File: src/rtl/wdg_pkg.sv
package wdg_pkg;
    typedef enum logic [1:0] {
        ST_IDLE,
        ST_COUNT,
        ST_GRACE,
        ST_RESET
    } wdg_state_e;

    localparam int SEL_W    = 3;
    localparam int F_RUN    = 0;
    localparam int F_IRQEN  = 1;
    localparam int F_RSTEN  = 2;
    localparam int F_WAKEEN = 3;
    localparam int F_SEL_LO = 4;
    localparam int F_KICK   = 7;
    localparam int F_TOF    = 8;
    localparam int F_RSF    = 9;
    localparam int REG_W    = 10;
endpackage

File: src/rtl/wdg_interval_match.sv
module wdg_interval_match #(
    parameter int CNT_W    = 18,
    parameter int SEL_W    = 3,
    parameter int BASE_LOG = 4,
    parameter int STEP_LOG = 2
) (
    input  logic [CNT_W-1:0] cnt,
    input  logic [SEL_W-1:0] sel,
    output logic             match
);
    localparam int NSEL = 1 << SEL_W;

    logic [CNT_W-1:0] masks [NSEL];

    for (genvar i = 0; i < NSEL; i++) begin : g_mask
        localparam int RAW  = BASE_LOG + STEP_LOG * i;
        localparam int LOGI = (RAW > CNT_W) ? CNT_W : RAW;
        assign masks[i] = {CNT_W{1'b1}} >> (CNT_W - LOGI);
    end

    // All low bits of the counter at one: the last count of an interval
    assign match = (cnt & masks[sel]) == masks[sel];
endmodule

File: src/rtl/wdg_span_counter.sv
module wdg_span_counter #(
    parameter int LEN = 1024
) (
    input  logic clk,
    input  logic rst_n,
    input  logic run,
    output logic done
);
    localparam int W = (LEN > 2) ? $clog2(LEN) : 1;

    logic [W-1:0] cnt_q;

    always_ff @(posedge clk or negedge rst_n) begin
        if (!rst_n)
            cnt_q <= '0;
        else if (!run)
            cnt_q <= '0;
        else
            cnt_q <= cnt_q + W'(1);
    end

    assign done = run && (cnt_q == W'(LEN - 1));
endmodule

File: src/rtl/wdog_delayed_reset.sv
module wdog_delayed_reset
    import wdg_pkg::*;
#(
    parameter int CNT_W     = 18,
    parameter int BASE_LOG  = 4,
    parameter int STEP_LOG  = 2,
    parameter int GRACE_CYC = 1024,
    parameter int PULSE_CYC = 63
) (
    input  logic             clk,
    input  logic             rst_n,
    input  logic             por_n,
    input  logic             wr_en,
    input  logic [REG_W-1:0] wr_data,
    input  logic             pwr_down,
    output logic [REG_W-1:0] rd_data,
    output logic             irq,
    output logic             sys_rst,
    output logic             wake
);
    wdg_state_e       state_q, state_d;
    logic             run_q, irq_en_q, rst_en_q, wake_en_q;
    logic [SEL_W-1:0] sel_q;
    logic             kick_q, tof_q, rsf_q, wake_q;
    logic [CNT_W-1:0] cnt_q;
    logic             kick_w, stop_w, match, hit;
    logic             grace_done, pulse_done;

    assign kick_w = wr_en && wr_data[F_KICK];
    assign stop_w = wr_en && !wr_data[F_RUN];
    assign hit    = run_q && match && !kick_w;

    wdg_interval_match #(
        .CNT_W   (CNT_W),
        .SEL_W   (SEL_W),
        .BASE_LOG(BASE_LOG),
        .STEP_LOG(STEP_LOG)
    ) u_match (
        .cnt  (cnt_q),
        .sel  (sel_q),
        .match(match)
    );

    wdg_span_counter #(.LEN(GRACE_CYC)) u_grace (
        .clk  (clk),
        .rst_n(rst_n),
        .run  (state_q == ST_GRACE),
        .done (grace_done)
    );

    wdg_span_counter #(.LEN(PULSE_CYC)) u_pulse (
        .clk  (clk),
        .rst_n(rst_n),
        .run  (state_q == ST_RESET),
        .done (pulse_done)
    );

    // Next-state logic
    always_comb begin
        state_d = state_q;
        if (stop_w) begin
            state_d = ST_IDLE;
        end else begin
            unique case (state_q)
                ST_IDLE:  if (run_q) state_d = ST_COUNT;
                ST_COUNT: if (hit) state_d = ST_GRACE;
                ST_GRACE: begin
                    if (kick_w)
                        state_d = ST_COUNT;
                    else if (grace_done)
                        state_d = rst_en_q ? ST_RESET : ST_COUNT;
                end
                ST_RESET: if (pulse_done) state_d = ST_IDLE;
                default:  state_d = ST_IDLE;
            endcase
        end
    end

    // State register
    always_ff @(posedge clk or negedge rst_n) begin
        if (!rst_n) state_q <= ST_IDLE;
        else        state_q <= state_d;
    end

    // Control fields, counter, timeout flag and wake request
    always_ff @(posedge clk or negedge rst_n) begin
        if (!rst_n) begin
            run_q     <= 1'b0;
            irq_en_q  <= 1'b0;
            rst_en_q  <= 1'b0;
            wake_en_q <= 1'b0;
            sel_q     <= '0;
            kick_q    <= 1'b0;
            tof_q     <= 1'b0;
            wake_q    <= 1'b0;
            cnt_q     <= '0;
        end else begin
            kick_q <= kick_w;
            if (pulse_done)
                run_q <= 1'b0;
            else if (wr_en)
                run_q <= wr_data[F_RUN];
            if (wr_en) begin
                irq_en_q  <= wr_data[F_IRQEN];
                rst_en_q  <= wr_data[F_RSTEN];
                wake_en_q <= wr_data[F_WAKEEN];
                sel_q     <= wr_data[F_SEL_LO +: SEL_W];
            end
            if (hit)
                tof_q <= 1'b1;
            else if (wr_en && wr_data[F_TOF])
                tof_q <= 1'b0;
            if (kick_w || pulse_done)
                cnt_q <= '0;
            else if (run_q)
                cnt_q <= cnt_q + CNT_W'(1);
            if (!pwr_down)
                wake_q <= 1'b0;
            else if (hit && wake_en_q)
                wake_q <= 1'b1;
        end
    end

    // Sticky reset-source flag: only the power-on reset clears it
    always_ff @(posedge clk or negedge por_n) begin
        if (!por_n) begin
            rsf_q <= 1'b0;
        end else if (rst_n) begin
            if (state_d == ST_RESET && state_q != ST_RESET)
                rsf_q <= 1'b1;
            else if (wr_en && wr_data[F_RSF])
                rsf_q <= 1'b0;
        end
    end

    // Outputs
    always_comb begin
        sys_rst = (state_q == ST_RESET);
        irq     = tof_q && irq_en_q;
        wake    = wake_q;
        rd_data = '0;
        rd_data[F_RUN]                = run_q;
        rd_data[F_IRQEN]              = irq_en_q;
        rd_data[F_RSTEN]              = rst_en_q;
        rd_data[F_WAKEEN]             = wake_en_q;
        rd_data[F_SEL_LO +: SEL_W]    = sel_q;
        rd_data[F_KICK]               = kick_q;
        rd_data[F_TOF]                = tof_q;
        rd_data[F_RSF]                = rsf_q;
    end
endmodule

File: config.mk
export PLATFORM = sky130hd
export DESIGN_NAME = wdog_delayed_reset
export DESIGN_NICKNAME = d
export VERILOG_FILES = /design/src/rtl/wdg_pkg.sv /design/src/rtl/wdg_interval_match.sv /design/src/rtl/wdg_span_counter.sv /design/src/rtl/wdog_delayed_reset.sv
export SDC_FILE = /design/constraint.sdc
export NUM_CORES = 1
export LEC_CHECK = 0
export CAP_MARGIN = 20
export CELL_PAD_IN_SITES_DETAIL_PLACEMENT = 2
export CELL_PAD_IN_SITES_GLOBAL_PLACEMENT = 2
export CORE_MARGIN = 3
export CORE_UTILIZATION = 30
export CTS_CLUSTER_SIZE = 10
export DETAILED_ROUTE_END_ITERATION = 16
export DONT_BUFFER_PORTS = 1
export HOLD_SLACK_MARGIN = 0.02
export PLACE_DENSITY = 0.69
export SYNTH_ARGS = -nofsm -noshare
export SYNTH_HDL_FRONTEND = slang
export SYNTH_SLANG_ARGS = --single-unit
File: constraint.sdc
create_clock -name clk -period 1.5 [get_ports clk]
set_input_delay 0.45 -clock clk [delete_from_list [all_inputs] [get_ports clk]]
set_output_delay 0.45 -clock clk [all_outputs]
set_load 0.1 [all_outputs]
==> results by group <==
Power and ir drop
  • Design internal power: 1.95 mW
  • Share of total power in the clock network: 0.310
  • Pwr Density: 867 nW/µm²
  • Proportion of power drawn by flip-flops and latches: 0.507
  • Switching power summed over all nets: 0.800 mW
  • Switching power as a share of total power: 0.291
  • Worst ir drop on vdd: 0.427 mV
  • Static leakage power: 1.39 nW
  • Share of power burned in combinational logic: 0.182

Worst setup path
  • Startpoint-to-endpoint class of the critical path: flop to flop
  • Critical Path End Type: flop
  • Worst endpoint required time: 1.69 ns
  • Critical Path Source Type: flop
  • Crit path max fanout: 3
  • Critical path arrival: 1.88 ns

Layout
  • Antenna Cells: 0
  • Filler cells: 774
  • Most frequent cells in the layout: 47 x sky130_fd_sc_hd__buf_4, 44 x sky130_fd_sc_hd__dfrtp_1, 33 x sky130_fd_sc_hd__nor2_1
  • Share of post-route cells with drive strength above 1: 0.389
  • Most frequent standard cell in the layout excluding fill and tap cells: sky130_fd_sc_hd__buf_4
  • Area added between synthesis and finish: 39.0%
  • Fin cells: 379
  • Multi-input combinational cell area: 1190 µm²
  • Count of nets after finishing: 298
  • Area occupied by registers: 1190 µm²
  • Final instance area: 3170 µm²

Placed design
  • Estimated wirelength of the detail-placed design: 4.39 mm
  • Final RePlAce weighted congestion: 0.750
  • Buffers on Ports: 0
  • Placed instance area: 2760 µm²
  • Count of placed standard cells including taps: 361

Global routing
  • Global-route met2 utilization: 0.298
  • Highest-utilization routing layer at the global route stage: met2
  • Initial antenna violation count: 0
  • Routing usage on met1: 0.189
  • GRT Overall Usage: 0.160
  • Pin count of the biggest net entering global routing: 49
  • GR Layer Usage met3: 0.0306
  • Vias in the first global route: 2,121
  • Total grt overflow: 0
  • Global-route wire length before repair: 10.8 mm

Floorplanning
  • Placeable Area: 7330 µm²
  • Die span in y: 93.2 µm
  • Boundary pin count: 28
  • Full die area: 8690 µm²
  • Initial Util: 0.311
  • Die Span X: 93.2 µm
  • Number of core rows: 31

Hold path
  • Class of the tightest hold or removal check: primary input to async pin

STA
  • Endpoints failing setup: 17
  • Least setup slack across all paths after layout: -0.196 ns
  • Final-report max-slew violation count: 0
  • Worst slack on hold paths: -0.171 ns
  • Total count of hold-check failures in the final report: 46
  • Worst clock skew: 0.0102 ns
  • Setup repair after global routing missed its margin: true
  • Fin crit share: 1.13
  • Max_slew headroom: 0.797
  • Achievable Freq: 589 MHz
  • Shortest clock period the worst path allows after layout: 1.70 ns
  • Worst Tran Pin Value: 0.305 ns

Route
  • Total detailed-routing wirelength: 7.35 mm
  • Count of TritonRoute iterations in the first routing pass: 4
  • DRT antenna net count: 0
  • Starting DRT DRC Count: 62
  • Wirelength per Cell: 19.4 µm
  • Via Count: 1,865
  • Average vias per placed instance: 4.92
  • Total DRC errors in the routed layout: 0

Run
  • Max-Cap Viols: 0

Yosys
  • Average cell area after synthesis: 10.2 µm²
  • Post-Synthesis Cell Area: 2280 µm²
  • Fraction of the yosys area taken by sequential cells: 0.516
  • Number of instances in the synthesized netlist: 224
  • Distinct cell type count after synthesis: 40
  • Syn. warnings: 0
  • FF+latch count, synth: 47
  • Net count after synthesis: 243

Clock network
  • H-Tree Depth: 2
  • Total CTS buffers: 5
  • CTS root buf: sky130_fd_sc_hd__clkbuf_8
  • Clock Sinks: 47
  • Clock tree from TritonCTS: built
  • Maximum count of clock buffers along a single path: 2
  • Cts hold-fix bufs: 1
  • Register clock-pin slew on the reported worst setup and hold paths: 0.09 ns
  • Insertion delay to the later sink of the worst-skew pair: 0.30 ns

Status
  • Status: finished with violations
  • Violations in the final reports: hold timing, setup timing
-- Yosys cell counts --
| library cell | number | area share |
|---|---|---|
| sky130_fd_sc_hd__dfrtp_1 | 47 | 0.52 |
| sky130_fd_sc_hd__nor2_1 | 41 | 0.067 |
| sky130_fd_sc_hd__nand2_1 | 18 | 0.030 |
| sky130_fd_sc_hd__xor2_1 | 16 | 0.061 |
| sky130_fd_sc_hd__xnor2_1 | 12 | 0.046 |
| sky130_fd_sc_hd__nand3_1 | 11 | 0.024 |
| sky130_fd_sc_hd__nand4_1 | 9 | 0.025 |
| sky130_fd_sc_hd__buf_4 | 7 | 0.023 |
| sky130_fd_sc_hd__inv_1 | 7 | 0.012 |
| sky130_fd_sc_hd__mux2_2 | 5 | 0.025 |
| sky130_fd_sc_hd__nor3_1 | 5 | 0.011 |
| sky130_fd_sc_hd__ha_1 | 4 | 0.022 |
| sky130_fd_sc_hd__a21oi_1 | 3 | 0.0066 |
| sky130_fd_sc_hd__and2_1 | 3 | 0.0082 |
| sky130_fd_sc_hd__mux2i_1 | 3 | 0.013 |
| sky130_fd_sc_hd__nand2b_1 | 3 | 0.0082 |
| sky130_fd_sc_hd__a21o_1 | 2 | 0.0066 |
| sky130_fd_sc_hd__and3_1 | 2 | 0.0055 |
| sky130_fd_sc_hd__buf_2 | 2 | 0.0044 |
| sky130_fd_sc_hd__nor2b_1 | 2 | 0.0055 |
| sky130_fd_sc_hd__o21ai_0 | 2 | 0.0044 |
| sky130_fd_sc_hd__o21ai_1 | 2 | 0.0044 |
| sky130_fd_sc_hd__a211oi_2 | 1 | 0.0055 |
| sky130_fd_sc_hd__a21boi_1 | 1 | 0.0033 |
| sky130_fd_sc_hd__a221o_1 | 1 | 0.0044 |
| sky130_fd_sc_hd__a31oi_1 | 1 | 0.0027 |
| sky130_fd_sc_hd__a41oi_1 | 1 | 0.0038 |
| sky130_fd_sc_hd__and4_4 | 1 | 0.0049 |
| sky130_fd_sc_hd__buf_1 | 1 | 0.0016 |
| sky130_fd_sc_hd__clkbuf_1 | 1 | 0.0016 |
| sky130_fd_sc_hd__mux4_1 | 1 | 0.012 |
| sky130_fd_sc_hd__nor3_2 | 1 | 0.0044 |
| sky130_fd_sc_hd__nor4_1 | 1 | 0.0027 |
| sky130_fd_sc_hd__o2111ai_1 | 1 | 0.0038 |
| sky130_fd_sc_hd__o211a_1 | 1 | 0.0044 |
| sky130_fd_sc_hd__o21a_1 | 1 | 0.0033 |
| sky130_fd_sc_hd__o21ai_2 | 1 | 0.0038 |
| sky130_fd_sc_hd__o21bai_1 | 1 | 0.0033 |
| sky130_fd_sc_hd__o2bb2ai_1 | 1 | 0.0038 |
| sky130_fd_sc_hd__or3_1 | 1 | 0.0027 |
-- power by group through the flow --
stage          clock (mW)  combinational [mW]  sequential (mW)
2_1_floorplan           0               0.242             1.47
3_3_place_gp            0               0.413             1.40
3_5_place_dp            0               0.428             1.41
4_1_cts             0.875               0.447             1.39
5_1_grt             0.930               0.536             1.41
6_report            0.853               0.502             1.40
-- per-stage QoR --
stage / TNS, ns / total power, mW / utilization / setup slack, ns
floorplan: -0.304 / 1.71 / - / -0.156
global placement: -0.164 / 1.81 / 0.376 / -0.0823
detailed placement: -0.754 / 1.84 / 0.376 / -0.195
CTS: -0.430 / 2.71 / 0.402 / -0.148
global route: -3.50 / 2.87 / 0.432 / -0.311
finish: -1.25 / 2.75 / 0.432 / -0.196
-- registers in the layout (all words and copies together) (netlist names), 2 cells and up --
register / cells
cnt_q: 18
sel_q: 3
u_grace.cnt_q: 10
state_q: 2
u_pulse.cnt_q: 6
-- per-layer routing --
| layer | routed length [µm] | vias up |
|---|---|---|
| met2 | 4130 | 29 |
| met4 | 90 | 0 |
| met1 | 2900 | 976 |
| met5 | 0 | - |
| met3 | 232 | 8 |
| li1 | - | 852 |
-- critical path: stages, from the launching register on --
cell	delay, ns
sky130_fd_sc_hd__dfrtp_1	0.39
sky130_fd_sc_hd__nand4_1	0.22
sky130_fd_sc_hd__a221o_1	0.37
sky130_fd_sc_hd__a211oi_4	0.26
sky130_fd_sc_hd__mux4_2	0.28
sky130_fd_sc_hd__nor2_1	0.05
-- logic make-up after synthesis --
| family | Yosys count | synth area share |
|---|---|---|
| DFF | 47 | 0.516 |
| xor gates and xnor gates | 28 | 0.108 |
| adders and majority gates | 4 | 0.0219 |
| AOI/OAI and AO/OA | 20 | 0.0642 |
| muxes | 9 | 0.0494 |
| buffers and inverters | 18 | 0.0422 |
| and+or+nand+nor | 98 | 0.199 |
-- path summary, 6_finish.rpt --
kind | slack (ns) | end | from | cells past startpoint
worst min register to register | 0.52 | rsf_q | rsf_q | 2
worst max-delay path | -0.20 | state_q[0] | cnt_q[10] | 5
min in group clk | 0.28 | rst_en_q | wr_en | 1
worst max register to register | -0.20 | state_q[0] | cnt_q[10] | 5
worst min-delay path | -0.17 | tof_q | rst_n | 0
max in group asynchronous | 1.03 | rsf_q | por_n | 1
-- layout make-up --
type / count / area share
Multi-Input combinational cell: 159 / 0.375
Sequential cell: 47 / 0.375
Timing Repair Buffer: 59 / 0.170
Tap cell: 99 / 0.0391
Clock buffer: 8 / 0.0316
Inverter: 7 / 0.00947
-- repair_timing --
action	in CTS	in global routing
cloned	0	2
buffers inserted	1	6
gates resized for setup	16	30
pin swaps	7	8
endpoints found under the hold margin	47	46
endpoints found under the setup margin	17	28
Power figures use the tool's default switching activity.
